File: src/rtl/ecc_stat_pkg.sv
package ecc_stat_pkg;

    localparam int REG_IDX_W = 3;
    localparam int BUS_W     = 32;
    localparam int NUM_CLASS = 2;
    localparam int CLS_CE    = 0;
    localparam int CLS_UE    = 1;

    typedef enum logic [REG_IDX_W-1:0] {
        RG_STATUS = 3'd0,
        RG_IRQEN  = 3'd1,
        RG_CECNT  = 3'd2,
        RG_CEADDR = 3'd3,
        RG_UEADDR = 3'd4,
        RG_UEDATA = 3'd5,
        RG_UECHK  = 3'd6,
        RG_RSVD   = 3'd7
    } reg_sel_e;

endpackage

File: src/rtl/ecc_stat_flags.sv
module ecc_stat_flags #(
    parameter int NCLS = 2
) (
    input  logic            clk,
    input  logic            rst_n,
    input  logic [NCLS-1:0] evt,
    input  logic            st_wr,
    input  logic            en_wr,
    input  logic [NCLS-1:0] wbits,
    output logic [NCLS-1:0] st_q,
    output logic [NCLS-1:0] en_q,
    output logic            irq
);

    typedef struct packed {
        logic [NCLS-1:0] st;
        logic [NCLS-1:0] en;
    } flag_state_t;

    flag_state_t s_d, s_q;

    always_comb begin
        s_d = s_q;
        for (int i = 0; i < NCLS; i++) begin
            if (st_wr && wbits[i]) begin
                s_d.st[i] = 1'b0;
            end
            if (evt[i]) begin
                s_d.st[i] = 1'b1;
            end
        end
        if (en_wr) begin
            s_d.en = wbits;
        end
    end

    always_ff @(posedge clk or negedge rst_n) begin
        if (!rst_n) begin
            s_q <= '0;
        end else begin
            s_q <= s_d;
        end
    end

    assign st_q = s_q.st;
    assign en_q = s_q.en;
    assign irq  = |(s_q.st & s_q.en);


    irq_needs_enable_chk: assert property (@(posedge clk) disable iff (!rst_n)
        (en_q == '0) |-> !irq);

    for (genvar g = 0; g < NCLS; g++) begin : g_cls

        status_sets_chk: assert property (@(posedge clk) disable iff (!rst_n)
            evt[g] |=> st_q[g]);

        collide_keeps_chk: assert property (@(posedge clk) disable iff (!rst_n)
            (evt[g] && st_wr && wbits[g]) |=> st_q[g]);

        w1c_clears_chk: assert property (@(posedge clk) disable iff (!rst_n)
            (st_wr && wbits[g] && !evt[g]) |=> !st_q[g]);

        zero_write_holds_chk: assert property (@(posedge clk) disable iff (!rst_n)
            (st_q[g] && !(st_wr && wbits[g])) |=> st_q[g]);
    end

endmodule

File: src/rtl/ecc_stat_sat_counter.sv
module ecc_stat_sat_counter #(
    parameter int W = 16
) (
    input  logic         clk,
    input  logic         rst_n,
    input  logic         inc,
    input  logic         ld,
    input  logic [W-1:0] ld_val,
    output logic [W-1:0] cnt_q
);

    localparam logic [W-1:0] CNT_MAX = {W{1'b1}};

    typedef struct packed {
        logic [W-1:0] cnt;
    } cnt_state_t;

    cnt_state_t s_d, s_q;

    always_comb begin
        s_d = s_q;
        if (ld) begin
            s_d.cnt = ld_val;
        end else if (inc && (s_q.cnt != CNT_MAX)) begin
            s_d.cnt = s_q.cnt + 1'b1;
        end
    end

    always_ff @(posedge clk or negedge rst_n) begin
        if (!rst_n) begin
            s_q <= '0;
        end else begin
            s_q <= s_d;
        end
    end

    assign cnt_q = s_q.cnt;


    cnt_saturate_chk: assert property (@(posedge clk) disable iff (!rst_n)
        (inc && !ld && cnt_q == CNT_MAX) |=> (cnt_q == CNT_MAX));

    cnt_step_chk: assert property (@(posedge clk) disable iff (!rst_n)
        (inc && !ld && cnt_q != CNT_MAX) |=> (cnt_q == $past(cnt_q) + 1'b1));

    cnt_load_wins_chk: assert property (@(posedge clk) disable iff (!rst_n)
        ld |=> (cnt_q == $past(ld_val)));

    cnt_idle_chk: assert property (@(posedge clk) disable iff (!rst_n)
        (!inc && !ld) |=> $stable(cnt_q));

endmodule

File: src/rtl/ecc_stat_capture.sv
module ecc_stat_capture #(
    parameter int W = 32
) (
    input  logic         clk,
    input  logic         rst_n,
    input  logic         hit,
    input  logic         armed,
    input  logic [W-1:0] din,
    output logic [W-1:0] q
);

    typedef struct packed {
        logic [W-1:0] val;
    } cap_state_t;

    cap_state_t s_d, s_q;

    always_comb begin
        s_d = s_q;
        if (hit && armed) begin
            s_d.val = din;
        end
    end

    always_ff @(posedge clk or negedge rst_n) begin
        if (!rst_n) begin
            s_q <= '0;
        end else begin
            s_q <= s_d;
        end
    end

    assign q = s_q.val;


    cap_first_chk: assert property (@(posedge clk) disable iff (!rst_n)
        (hit && armed) |=> (q == $past(din)));

    cap_hold_chk: assert property (@(posedge clk) disable iff (!rst_n)
        !(hit && armed) |=> $stable(q));

endmodule

File: src/rtl/ecc_stat_regs.sv
module ecc_stat_regs
    import ecc_stat_pkg::*;
#(
    parameter int ADDR_W = 32,
    parameter int DATA_W = 32,
    parameter int CHK_W  = 7,
    parameter int CNT_W  = 16
) (
    input  logic                 clk,
    input  logic                 rst_n,
    input  logic                 ce_pulse,
    input  logic                 ue_pulse,
    input  logic [ADDR_W-1:0]    fail_addr,
    input  logic [DATA_W-1:0]    fail_data,
    input  logic [CHK_W-1:0]     fail_chk,
    input  logic [REG_IDX_W-1:0] reg_addr,
    input  logic                 reg_wr,
    input  logic [BUS_W-1:0]     reg_wdata,
    output logic [BUS_W-1:0]     reg_rdata,
    output logic                 irq
);

    logic [NUM_CLASS-1:0] evt;
    logic [NUM_CLASS-1:0] st_q;
    logic [NUM_CLASS-1:0] en_q;
    logic                 wr_status;
    logic                 wr_irqen;
    logic                 wr_cnt;
    logic [CNT_W-1:0]     cnt_q;
    logic [ADDR_W-1:0]    ce_addr_q;
    logic [ADDR_W-1:0]    ue_addr_q;
    logic [DATA_W-1:0]    ue_data_q;
    logic [CHK_W-1:0]     ue_chk_q;
    logic                 wdata_unused;
    reg_sel_e             sel;

    assign sel          = reg_sel_e'(reg_addr);
    assign wr_status    = reg_wr && (sel == RG_STATUS);
    assign wr_irqen     = reg_wr && (sel == RG_IRQEN);
    assign wr_cnt       = reg_wr && (sel == RG_CECNT);
    assign wdata_unused = ^reg_wdata;

    assign evt[CLS_CE] = ce_pulse;
    assign evt[CLS_UE] = ue_pulse;

    ecc_stat_flags #(.NCLS(NUM_CLASS)) u_flags (
        .clk   (clk),
        .rst_n (rst_n),
        .evt   (evt),
        .st_wr (wr_status),
        .en_wr (wr_irqen),
        .wbits (reg_wdata[NUM_CLASS-1:0]),
        .st_q  (st_q),
        .en_q  (en_q),
        .irq   (irq)
    );

    ecc_stat_sat_counter #(.W(CNT_W)) u_cecnt (
        .clk    (clk),
        .rst_n  (rst_n),
        .inc    (ce_pulse),
        .ld     (wr_cnt),
        .ld_val (reg_wdata[CNT_W-1:0]),
        .cnt_q  (cnt_q)
    );

    ecc_stat_capture #(.W(ADDR_W)) u_ce_addr (
        .clk (clk), .rst_n (rst_n), .hit (ce_pulse), .armed (!st_q[CLS_CE]),
        .din (fail_addr), .q (ce_addr_q)
    );

    ecc_stat_capture #(.W(ADDR_W)) u_ue_addr (
        .clk (clk), .rst_n (rst_n), .hit (ue_pulse), .armed (!st_q[CLS_UE]),
        .din (fail_addr), .q (ue_addr_q)
    );

    ecc_stat_capture #(.W(DATA_W)) u_ue_data (
        .clk (clk), .rst_n (rst_n), .hit (ue_pulse), .armed (!st_q[CLS_UE]),
        .din (fail_data), .q (ue_data_q)
    );

    ecc_stat_capture #(.W(CHK_W)) u_ue_chk (
        .clk (clk), .rst_n (rst_n), .hit (ue_pulse), .armed (!st_q[CLS_UE]),
        .din (fail_chk), .q (ue_chk_q)
    );

    always_comb begin
        reg_rdata = '0;
        case (sel)
            RG_STATUS: reg_rdata = BUS_W'(st_q);
            RG_IRQEN:  reg_rdata = BUS_W'(en_q);
            RG_CECNT:  reg_rdata = BUS_W'(cnt_q);
            RG_CEADDR: reg_rdata = BUS_W'(ce_addr_q);
            RG_UEADDR: reg_rdata = BUS_W'(ue_addr_q);
            RG_UEDATA: reg_rdata = BUS_W'(ue_data_q);
            RG_UECHK:  reg_rdata = BUS_W'(ue_chk_q);
            default:   reg_rdata = '0;
        endcase
    end


    rsvd_reads_zero_chk: assert property (@(posedge clk) disable iff (!rst_n)
        (sel == RG_RSVD) |-> (reg_rdata == '0));

    irq_rise_has_cause_chk: assert property (@(posedge clk) disable iff (!rst_n)
        $rose(irq) |-> ((st_q & en_q) != '0));

    irqen_hold_chk: assert property (@(posedge clk) disable iff (!rst_n)
        !wr_irqen |=> $stable(en_q));

endmodule

File: config.mk
export PLATFORM = sky130hd
export DESIGN_NAME = ecc_stat_regs
export DESIGN_NICKNAME = d
export VERILOG_FILES = /design/src/rtl/ecc_stat_pkg.sv /design/src/rtl/ecc_stat_flags.sv /design/src/rtl/ecc_stat_sat_counter.sv /design/src/rtl/ecc_stat_capture.sv /design/src/rtl/ecc_stat_regs.sv
export SDC_FILE = /design/constraint.sdc
export NUM_CORES = 1
export LEC_CHECK = 0
export BUFFER_PORTS_ARGS = -buffer_cell sky130_fd_sc_hd__buf_2
export CORE_ASPECT_RATIO = 2
export CORE_MARGIN = 3
export CORE_UTILIZATION = 55
export DETAILED_ROUTE_END_ITERATION = 8
export PLACE_DENSITY = 0.82
export SLEW_MARGIN = 20
export SYNTH_ARGS = -nofsm -noshare
export SYNTH_HDL_FRONTEND = slang
export SYNTH_SLANG_ARGS = --single-unit
export TNS_END_PERCENT = 100
File: constraint.sdc
create_clock -name clk -period 3.4 [get_ports clk]
set_clock_uncertainty 0.05 [all_clocks]
set_input_delay 0.51 -clock clk [delete_from_list [all_inputs] [get_ports clk]]
set_output_delay 0.51 -clock clk [all_outputs]
set_load 0.01 [all_outputs]
==> impl_results.md <==
* Ys Warns at 0
* Mapped Cells at 474
* Mapped cell area at 5810 um^2
* Max Clk Rate at 0.363 GHz
* Total CTS buffers at 17
* Distinct cells, synth at 44
* Total GRT Usage at 26.1%
* Layout area overhead at 24.4%
* Global route total overflow at 0
* DR vias at 4424
* CTS tree: yes
* WL/cell at 19.8 um
* Synth top area share at between 50% and 60%
* First-pass GRT wire length at 23800 um
* Inserted Diodes at 0
* Vias in the first global route at 4854
* Max-Cap Viols at 0
* Worst setup SP type: input pin
* Worst Path Max Fanout at 24
* Worst rel slew slack at 52.3%
* Sequential fraction of the synthesis area at 53.0%
* Worst vdd ir at 0.000511 V
* Fillers at 739
* Area of the core at 10200 um^2
* Clk_lat worst skew at 0.40 ns
* Num Clock Sinks at 123
* Crit path DAT at ~2.2 ns
* Initial Util at 56.9%
* 1st-iter DRT viols at 240
* Async set or reset register ratio after synthesis at 100%
* TritonRoute pass-1 iters at 5
* Layout cells sized above 1 at 47.4%
* Reg power frac at 44.1%
* Post-CTS setup buffers at 0
* Total leakage power at 0.00322 uW
* Final setup vio count at 0
* Resized Gates After CTS at 0
* Initial antenna violation count at 0
* Place WS at 0.666 ns
* FP Rows at 52
* Final Worst Setup Slack at 0.642 ns
* Max H-tree Level at 4
* Seq. cell area at 3080 um^2
* Psw at 1350 uW
* Clock period minus worst slack at 2.76 ns
* Crit path kind: input pin to primary output
* Root Driver: clkbuf_16
* WP data required at 2.84 ns
* Hold Crit Class: input pin to asynchronous set/reset pin
* Dpl hpwl at 10200 um
* Top_reg_cell synth: dfrtp_1
* Clock group share of total power at 37.5%
* Synth Register Bits at 123
* Sw Share at 27.3%
* Post-Route WL at between 10000 and 15000 um
* Die height at 151 um
* Synthesized Nets at 586
* Die X at 78.7 um
* Post-CTS Hold Fix Bufs at 0
* Status: finished, final reports clean
* P_int at 3590 uW
* Die area at 11900 um^2
* Hold Fails Final Rpt at 0
* Gate power share at 18.4%
* Clk pin slew, worst setup/hold paths at about 0.060 ns
* Period Utilization, post-route at 81.1%
* Synth area leader: dfrtp_1
* Slew Limit Fails at 0
* Post-route ant nets at 0
* Vias per inst at ~5.9
* Area of the multi-input gates at 2610 um^2
* DRC viols at 0
* CP endpoint kind: primary output
* Post-synth EDFFs at 0
* Top post-synthesis cells by area: dfrtp_1 53%, mux2_2 20%, a221oi_1 4.2%, nand2_1 2.4%, a22oi_1 2.1%
* Cell Pwr Density at between 600 and 700 nW/um^2
* # port buffers at 127
* RSZ-0062 raised after global routing: false
* # IOs at 144
* Worst-Margin Slew at just over 0.7 ns
* Final Net Count at just over 700
* Avg Cell Area, Syn at ~12 um^2
* Largest net degree at the start of global routing at 73
* TNS Setup at 0 ns
* GP Congestion at 0.841
* Bufs on Longest Clock Path at 2
-- synthesized netlist by cell type (3+ instances only) --
| master | number |
|---|---|
| and3_1 | 3 |
| mux2_2 | 105 |
| o21ai_0 | 19 |
| mux2_1 | 8 |
| buf_2 | 16 |
| a22oi_1 | 16 |
| a31oi_1 | 4 |
| clkbuf_1 | 16 |
| a21oi_1 | 8 |
| xor2_1 | 7 |
| dfrtp_1 | 123 |
| a21o_1 | 4 |
| o21ai_1 | 9 |
| nand2_1 | 37 |
| a22o_1 | 3 |
| nor2_1 | 23 |
| nand4_1 | 8 |
| nor2b_1 | 3 |
| mux2i_1 | 3 |
| nand3_1 | 5 |
| a221oi_1 | 28 |
-- registers in the layout (all words and copies together), names as in the netlist --
signal / flops
u_ue_data.q: 32
u_ce_addr.q: 32
u_flags.en_q: 2
u_ue_addr.q: 32
u_ue_chk.q: 7
u_flags.st_q: 2
u_cecnt.cnt_q: 16
-- cells in the final DEF (no fill, tap or decap), drive strengths merged, types with 6 or more instances in the layout --
master / netlist / layout
buf: 18 / 138
dfrtp: 123 / 123
mux2: 113 / 113
nand2: 37 / 37
a221oi: 28 / 28
o21ai: 28 / 28
nor2: 23 / 23
clkbuf: 16 / 22
a22oi: 16 / 16
nand4: 9 / 9
a21oi: 8 / 8
xor2: 7 / 7
nand3: 6 / 6
-- path summary, 6_finish.rpt --
check / startpoint / to / slack [ns] / cells past startpoint
setup / recovery: reg_addr[2] / reg_rdata[16] / 0.64 / 7
hold / removal: rst_n / u_ue_addr.q[4]$_DFFE_PN0P_ / 0.09 / 1
setup reg to reg: u_cecnt.cnt_q[0]$_DFFE_PN0P_ / u_cecnt.cnt_q[14]$_DFFE_PN0P_ / 1.47 / 6
hold reg to reg: u_ce_addr.q[7]$_DFFE_PN0P_ / u_ce_addr.q[7]$_DFFE_PN0P_ / 0.44 / 1
max in group asynchronous: rst_n / u_ue_addr.q[15]$_DFFE_PN0P_ / 2.39 / 2
min in group clk: reg_wdata[6] / u_cecnt.cnt_q[6]$_DFFE_PN0P_ / 0.26 / 2
-- through the flow --
step	util (%)	cell area, um^2	total power (uW)	instances	hold slack [ns]
after floorplan	-	5810	2740	474	0.164
after global placement	64.8	6620	3010	713	0.417
after detailed placement	64.8	6620	3100	713	0.429
after CTS	70.8	7230	4970	745	0.105
after global routing	70.8	7230	5170	745	0.119
final	70.8	7230	4940	745	0.0945
-- power groups by stage --
stage	combinational (uW)	clock, uW	sequential, uW
final	909	1850	2180
after global routing	1000	1940	2230
after CTS	915	1880	2170
after detailed placement	905	0	2190
after global placement	856	0	2150
after floorplan	671	0	2070
-- cell type report --
cell class | instances | share of cell area (%)
clock inverter | 10 | 1.94
timing repair buffer | 138 | 10.5
tap | 135 | 2.34
clock buffer | 22 | 6.56
sequential | 123 | 42.6
multi-input combinational | 315 | 36.0
inverter | 2 | 0.104
-- critical path: stages --
cell and delay [ns]:
buf_2 0.30, inv_2 0.15, nor2_4 0.50, buf_12 0.25
a22oi_1 0.08, o21ai_0 0.21, buf_2 0.18
-- metal layers --
metal | global-route usage (%) | share of wire [%]
met4 | 13.3 | 2.8
met1 | 28.5 | 36
met2 | 46.7 | 56
met5 | 0 | 0
met3 | 5.83 | 5.1
-- kinds of logic (layout without fill, tap and decap cells) --
logic type	count (synthesis)	in the layout	share of synthesized area (%)
DFF	123	123	53.0
xor gates and xnor gates	8	8	1.21
buffers and inverters	36	172	2.73
adders and majority gates	1	1	0.215
muxes	117	117	22.8
AOI/OAI and AO/OA	96	96	11.7
and+or+nand+nor	93	93	8.40
No activity file was read; power rests on OpenSTA's default activity.
